`config.mk`:
```
export PLATFORM = sky130hd
export DESIGN_NAME = repair_monitor
export DESIGN_NICKNAME = d
export VERILOG_FILES = /design/src/rtl/repmon_pkg.sv /design/src/rtl/repmon_fsm.sv /design/src/rtl/repmon_len_counter.sv /design/src/rtl/repair_monitor.sv
export SDC_FILE = /design/constraint.sdc
export NUM_CORES = 1
export LEC_CHECK = 0
export BUFFER_PORTS_ARGS = -buffer_cell sky130_fd_sc_hd__buf_2
export CORE_MARGIN = 2
export CORE_UTILIZATION = 40
export CTS_CLUSTER_SIZE = 30
export DETAILED_ROUTE_END_ITERATION = 8
export GPL_ROUTABILITY_DRIVEN = 1
export GPL_TIMING_DRIVEN = 0
export PLACE_DENSITY = 0.68
export SETUP_SLACK_MARGIN = 0.02
export SLEW_MARGIN = 20
export SYNTH_ARGS = -nofsm -noshare
export SYNTH_HDL_FRONTEND = slang
export SYNTH_HIERARCHICAL = 1
export SYNTH_SLANG_ARGS = --single-unit
```
`constraint.sdc`:
```
create_clock -name clk -period 1.8 [get_ports clk]
set_input_delay 0.27 -clock clk [delete_from_list [all_inputs] [get_ports clk]]
set_output_delay 0.27 -clock clk [all_outputs]
set_load 0.05 [all_outputs]
```
`src/rtl/repmon_pkg.sv`:
```
package repmon_pkg;

    typedef enum logic [2:0] {
        MON_IDLE   = 3'd0,
        MON_SEEK   = 3'd1,
        MON_ARMED  = 3'd2,
        MON_ACCEPT = 3'd3,
        MON_REJECT = 3'd4
    } mon_state_e;

    typedef struct packed {
        mon_state_e state;
    } fsm_regs_t;

endpackage

```
`src/rtl/repmon_fsm.sv`:
```
module repmon_fsm
    import repmon_pkg::*;
(
    input  logic clk,
    input  logic rst_n,
    input  logic start,
    input  logic pred_safe,
    input  logic pred_req,
    input  logic pred_forb,
    output logic accepting,
    output logic active
);

    fsm_regs_t r_d, r_q;
    logic      seen_req;

    always_comb begin
        r_d      = r_q;
        seen_req = (r_q.state == MON_ARMED) || pred_req;
        if (start) begin
            r_d.state = MON_SEEK;
        end else begin
            case (r_q.state)
                MON_SEEK, MON_ARMED: begin
                    if (pred_forb)
                        r_d.state = MON_REJECT;
                    else if (seen_req && pred_safe)
                        r_d.state = MON_ACCEPT;
                    else if (seen_req)
                        r_d.state = MON_ARMED;
                    else
                        r_d.state = MON_SEEK;
                end
                MON_ACCEPT: r_d.state = MON_ACCEPT;
                MON_REJECT: r_d.state = MON_REJECT;
                default:    r_d.state = MON_IDLE;
            endcase
        end
    end

    always_ff @(posedge clk or negedge rst_n) begin
        if (!rst_n)
            r_q.state <= MON_IDLE;
        else
            r_q <= r_d;
    end

    assign accepting = (r_q.state == MON_ACCEPT);
    assign active    = (r_q.state == MON_SEEK) || (r_q.state == MON_ARMED);

    // a rejected path stays rejected until re-armed
    assert_reject_sink_R5: assert property (@(posedge clk) disable iff (!rst_n)
        (r_q.state == MON_REJECT && !start) |=> (r_q.state == MON_REJECT));

    // no acceptance straight from seeking without a required state
    assert_need_required_R4: assert property (@(posedge clk) disable iff (!rst_n)
        (r_q.state == MON_SEEK && !pred_req && !start) |=> (r_q.state != MON_ACCEPT));

    // a forbidden observation never leads to acceptance
    assert_forbid_blocks_R5: assert property (@(posedge clk) disable iff (!rst_n)
        (active && pred_forb && !start) |=> !accepting);

    // before any start the monitor stays idle
    assert_idle_hold_R1: assert property (@(posedge clk) disable iff (!rst_n)
        (r_q.state == MON_IDLE && !start) |=> (r_q.state == MON_IDLE));

endmodule

```
`src/rtl/repmon_len_counter.sv`:
```
module repmon_len_counter #(
    parameter int CNT_W = 16
) (
    input  logic             clk,
    input  logic             rst_n,
    input  logic             clear,
    input  logic             inc,
    output logic [CNT_W-1:0] count
);

    localparam logic [CNT_W-1:0] CNT_MAX = {CNT_W{1'b1}};

    typedef struct packed {
        logic [CNT_W-1:0] cnt;
    } cnt_regs_t;

    cnt_regs_t r_d, r_q;

    always_comb begin
        r_d = r_q;
        if (clear)
            r_d.cnt = '0;
        else if (inc && (r_q.cnt != CNT_MAX))
            r_d.cnt = r_q.cnt + 1'b1;
    end

    always_ff @(posedge clk or negedge rst_n) begin
        if (!rst_n)
            r_q.cnt <= '0;
        else
            r_q <= r_d;
    end

    assign count = r_q.cnt;

    // the counter pins at its ceiling instead of wrapping
    assert_no_wrap_R9: assert property (@(posedge clk) disable iff (!rst_n)
        (inc && !clear && r_q.cnt == CNT_MAX) |=> (r_q.cnt == CNT_MAX));

    // without an increment or clear the count holds
    assert_hold_idle_R8: assert property (@(posedge clk) disable iff (!rst_n)
        (!inc && !clear) |=> $stable(r_q.cnt));

endmodule

```
`src/rtl/repair_monitor.sv`:
```
module repair_monitor #(
    parameter int CNT_W = 16
) (
    input  logic             clk,
    input  logic             rst_n,
    input  logic             start,
    input  logic             pred_safe,
    input  logic             pred_req,
    input  logic             pred_forb,
    output logic             repaired,
    output logic [CNT_W-1:0] repair_len
);

    logic accepting;
    logic active;

    repmon_fsm u_fsm (
        .clk       (clk),
        .rst_n     (rst_n),
        .start     (start),
        .pred_safe (pred_safe),
        .pred_req  (pred_req),
        .pred_forb (pred_forb),
        .accepting (accepting),
        .active    (active)
    );

    repmon_len_counter #(.CNT_W(CNT_W)) u_len (
        .clk   (clk),
        .rst_n (rst_n),
        .clear (start),
        .inc   (active && !start),
        .count (repair_len)
    );

    assign repaired = accepting;

    // acceptance is sticky until re-armed
    assert_sticky_R7: assert property (@(posedge clk) disable iff (!rst_n)
        (repaired && !start) |=> repaired);

    // the length is frozen once accepted
    assert_len_frozen_R8: assert property (@(posedge clk) disable iff (!rst_n)
        (repaired && !start) |=> $stable(repair_len));

    // start clears both outputs on the next cycle
    assert_rearm_R2: assert property (@(posedge clk) disable iff (!rst_n)
        start |=> (!repaired && repair_len == '0));

endmodule

```
# Yosys cells after proc, flatten, opt, wreduce, memory -nomap -nowiden
# Cells that the tools add are included.
# totals
register_bits	19
in_bits	6
output_inout_bits	17
# op_classes
addsub	1
eq_ne	5
muxes	7
n_reduce_logical	8
# op_table
op	n
$mux W16	2
$add A16 B1 Y16 const B	1
$ne A16 B16 Y1 const B	1
$mux W3	3
$pmux W3 S3	1
$eq A3 B2 Y1 const B	2
$eq A3 B1 Y1 const B	1
$eq A3 B3 Y1 const B	1
$logic_and A1 B1 Y1	3
$logic_or A1 B1 Y1	2
$mux W2	1
$reduce_bool A2 Y1	1
$reduce_or A2 Y1	1
$logic_not A1 Y1	1

# Longest topological paths before layout
# depth
ltp_word	7
depth_mapped	8

# Hierarchy
# The synthesis kept the hierarchy.
# by_module_without_submodules
mod	instances	cells_each	area_per_inst_um2	seq_area_each_um2
repmon_len_counter	1	98	942.2	400.4
repmon_fsm	1	17	167.7	75.1
repair_monitor	1	1	13.8	0.0

# Worst setup path after synthesis
# OpenSTA, ideal clock, no wires.
# synth_timing
path_kind	register to register
startpoint	register u_len.r_q, in the netlist u_len/count[0]
endpoint	register u_len.r_q, in the netlist u_len/count[15]
setup_time_ns	0.128
arrival_time_ns	1.988
required_time_ns	1.672
setup_slack_ns	-0.316
path_stages_with_launch	6
n_path_buf	0
period_less_slack_ns	2.116
path_cell_list	dfrtp_1 -> ha_1 -> nand4_2 -> nor4_4 -> nor4_1 -> mux2_1
# synth_via
elab_chain_cells	3
word_cells_on_any_way	6
# synth_rtl
element	line_no	text
start: declaration	repmon_len_counter.sv:17	cnt_regs_t r_d, r_q;
start signal: assignment	repmon_len_counter.sv:31	r_q <= r_d;
$add A16 B1 Y16 or $ne A16 B16 Y1 (tied branches)	repmon_len_counter.sv:24, repmon_len_counter.sv:23	
$mux W16 or $logic_and A1 B1 Y1 (tied branches)	repmon_len_counter.sv:23	else if (inc && (r_q.cnt != CNT_MAX))
$mux W16 or $reduce_bool A2 Y1 (tied branches)	-	
# Parallel ways exist; a longest one is shown, timed or not. The select of a mux whose other input is x is not followed.
# A chain may end at the register's enable or synchronous reset.

# Final worst setup path
# layout_timing
startpoint	register u_fsm/r_q[0] in the netlist's numbering
endpoint	register u_len.r_q, in the netlist u_len/count[7]
# layout_via
elab_chain_cells	5
word_cells_on_any_way	6
# layout_rtl
element	line_no	text
start: declaration	repmon_fsm.sv:14	fsm_regs_t r_d, r_q;
start signal: assignment	repmon_fsm.sv:45	r_q <= r_d;
$eq A3 B1 Y1 or $eq A3 B2 Y1 (tied branches)	repmon_fsm.sv:49	assign active = (r_q.state == MON_SEEK) || (r_q.state == MON_ARMED);
$logic_or A1 B1 Y1 (*)	repmon_fsm.sv:49	
net active	repair_monitor.sv:15	logic active;
$logic_and A1 B1 Y1 (*)	repair_monitor.sv:32	.inc (active && !start),
$logic_and A1 B1 Y1 (*)	repmon_len_counter.sv:23	
$reduce_bool A2 Y1 (no source line) (*)	-	
# Mark *: on every way through the listed nets, which the timed path passes. The rest lies on a longest branch.

==> run metrics <==
Setup crit start kind register; Clock Root Buffer clkbuf_4; Core Area approximately 0.0027 mm2; Final Wtd Congestion roughly 0.74; initial core utilization roughly two fifths; IO buf count 22; largest net degree at the start of global routing 20; #FFs+latches synth 19; worst r2r path cells 8; Seq/Total Area, Yosys 42.3%; final setup fails 0; Total Routing Usage GR about a fifth; FF-to-FF End u_len/count[7]; routed len/inst between 15 and 20 um; WS Path Type reg -> reg; mux cell area share after synthesis between 4 and 5%; CP startpoint u_fsm/r_q[0]; register-to-register setup slack 0.02 ns; Netlist cell types 37; H-tree Lvls 1; Synth top cells by count dfrtp_1 (19), a21oi_1 (11), nand2_1 (7), o31ai_1 (7), nand4_1 (6); DRC Markers 0; Rows 19; Max-Cap Viols 0; VDD IR max 0.000447 V; vias in the first global route between 1000 and 1500; synthesis-to-layout area growth 48.1%; Via Count ~1100; fin. max-slew vios 0; Max Freq approximately 560 MHz; Post-Synth XOR/XNOR Area less than 1%; ys async rst share 100%; antenna violations before repair 0; Skew-Pair Late Insertion Delay between 0.2 and 0.3 ns; number of synthesized flops with an enable pin 0; fin crit period 1.78 ns; die area 0.00325 mm2; Slew @ Worst Pin a little over 0.6 ns; Worst-path clk slew around 0.11 ns; crit path DAT approximately 1.9 ns; gr ovfl total 0; Critical Path Fanout Max 10; global-route wire length before repair about 5.0 mm; Via density about 6; clock buffers created by TritonCTS 3; P_int about 0.6 mW; final WL between 3 and 4 mm; top_reg_cell synth dfrtp_1; final worst path period share 99.0%; Worst Setup EP u_len/count[7]; Hold Crit Class in -> reg; Ports 23; worst hold margin ~0.2 ns; Avg Cell Area, Syn between 9 and 10 um2; Critical Path RT between 1.5 and 2 ns; Synth area leaders dfrtp_1 (42%), a21oi_1 (4.9%), o31ai_1 (4.7%); CTS max path bufs 2; Setup crit end kind register; top-area cell type share of the netlist area between 40% and 50%; Detailed Place HPWL 1.92 mm; Compound-Gate Fraction of Synth Area around 17%; DRT iter0 DRCs 44; combinational family with the most area after synthesis simple AND/OR/NAND/NOR gates; status finished, final reports clean; Syn. warnings 6; final clock skew roughly 0.0063 ns; TritonRoute pass-1 iters 4; Gate Count Post-Synth between 100 and 150; sequential share of power between 50% and 60%; switching part of the total power 29.7%; Synth Area in Simple Gates between 30% and 40%; Clock Sinks 19; Synth Area in Adders under 10%; leak pwr between 0.6 and 0.7 nW; setup TNS 0 ns; Fin. Hold Viols 0; Gate power share around 22%; NumNets Final roughly 170; Reg2Reg Launch Point u_fsm/r_q[0]; n_diodes 0; relative slew slack about three fifths; CTS tree done; Psw 0.256 mW; Die Ht 57 um; Synth area leader dfrtp_1; cell area power density about 520 mW/mm2; count leader, synth dfrtp_1; RSZ-0062 raised after global routing true; Clock power frac between 20% and 30%; Mapped Area between 0.001 and 0.0015 mm2; Routed Antenna Nets 0; layout cells sized above 1 around 60%; die width ~57 um; syn_nets 123
power groups by stage:
stage	Clock (mW)	Sequential, mW	Combinational, mW
after floorplan	0	0.477	0.0768
after global placement	0	0.463	0.129
after detailed placement	0	0.465	0.134
after CTS	0.224	0.454	0.173
after global routing	0.250	0.455	0.208
final	0.215	0.454	0.192
registers in the layout, summed over array words and instances (netlist names):
| name | flops |
|---|---|
| u_fsm/r_q | 3 |
| u_len/count | 16 |
stage by stage:
step	setup WS [ns]	cells	total power [mW]	util [%]	cell area [um2]
2_1_floorplan	-0.0402	116	0.553	-	1190
3_3_place_gp	-0.146	169	0.592	49.3	1340
3_5_place_dp	-0.167	169	0.599	49.3	1340
4_1_cts	0.00883	182	0.851	56.5	1530
5_1_grt	-0.0717	190	0.913	61.4	1660
6_report	0.0176	190	0.861	61.4	1660
repair_timing:
item	CTS	global route
resized for setup	19	18
endpoints found under the hold margin	19	0
cloned	1	0
pin swaps	10	8
endpoints found under the setup margin	15	16
setup buffers	7	8
hold buffers	1	0
final cells by class:
cell class / instances / area [um2]
flip-flops and latches: 19 / 497
plain buffers: 5 / 40.0
multi-input cells: 87 / 785
well taps: 31 / 38.8
clock buffers: 4 / 26.3
repair buffers: 39 / 259
fillers: 222 / 1050
inverters: 5 / 18.8
cell usage in the layout (no fill, tap or decap), types with 3 or more instances in the layout:
master    instances
buf_2            22
dfrtp_2          17
buf_4            13
nand2_1           7
a21oi_1           7
nand4_1           6
nor2_1            5
or4_4             5
inv_1             4
nor4_4            4
buf_6             4
a21oi_2           4
nor2b_1           4
clkbuf_4          3
clkbuf_1          3
o31ai_4           3
o21ai_1           3
mux2_4            3
worst min path at each step:
stage / depth (start not counted) / endpoint / from
CTS: 2 / u_fsm/r_q[0] / pred_forb
global route: 2 / u_fsm/r_q[0] / pred_forb
global placement: 1 / u_fsm/r_q[0] / rst_n
floorplan: 0 / u_fsm/r_q[0] / rst_n
finish: 2 / u_fsm/r_q[0] / pred_forb
detailed placement: 1 / u_len/count[0] / rst_n
layer usage:
metal,routed length (um),share of wire [%],global-route usage [%],vias to the layer above
li1,-,-,-,534
met1,1410,45,26.8,561
met2,1540,49,31.4,37
met3,131,4.2,2.72,6
met4,44,1.4,7.31,0
met5,0,0,0,-
critical path: stages, from the launching register on:
cell and delay [ns]:
dfrtp_2 0.44, xnor2_2 0.15, nor2_1 0.09, nor2b_4 0.17, inv_2 0.07, clkbuf_8 0.16, buf_4 0.20, o31ai_2 0.27
a21oi_1 0.10
logic make-up after synthesis:
| family | Yosys count |
|---|---|
| AND/OR/NAND/NOR | 52 |
| adder cells (fa/ha/maj) | 1 |
| flip-flops | 19 |
| XOR/XNOR | 1 |
| buffers and inverters | 10 |
| multiplexers | 4 |
| AO/OA/AOI/OAI | 29 |
Note: power is estimated with default switching activity, not from simulation.
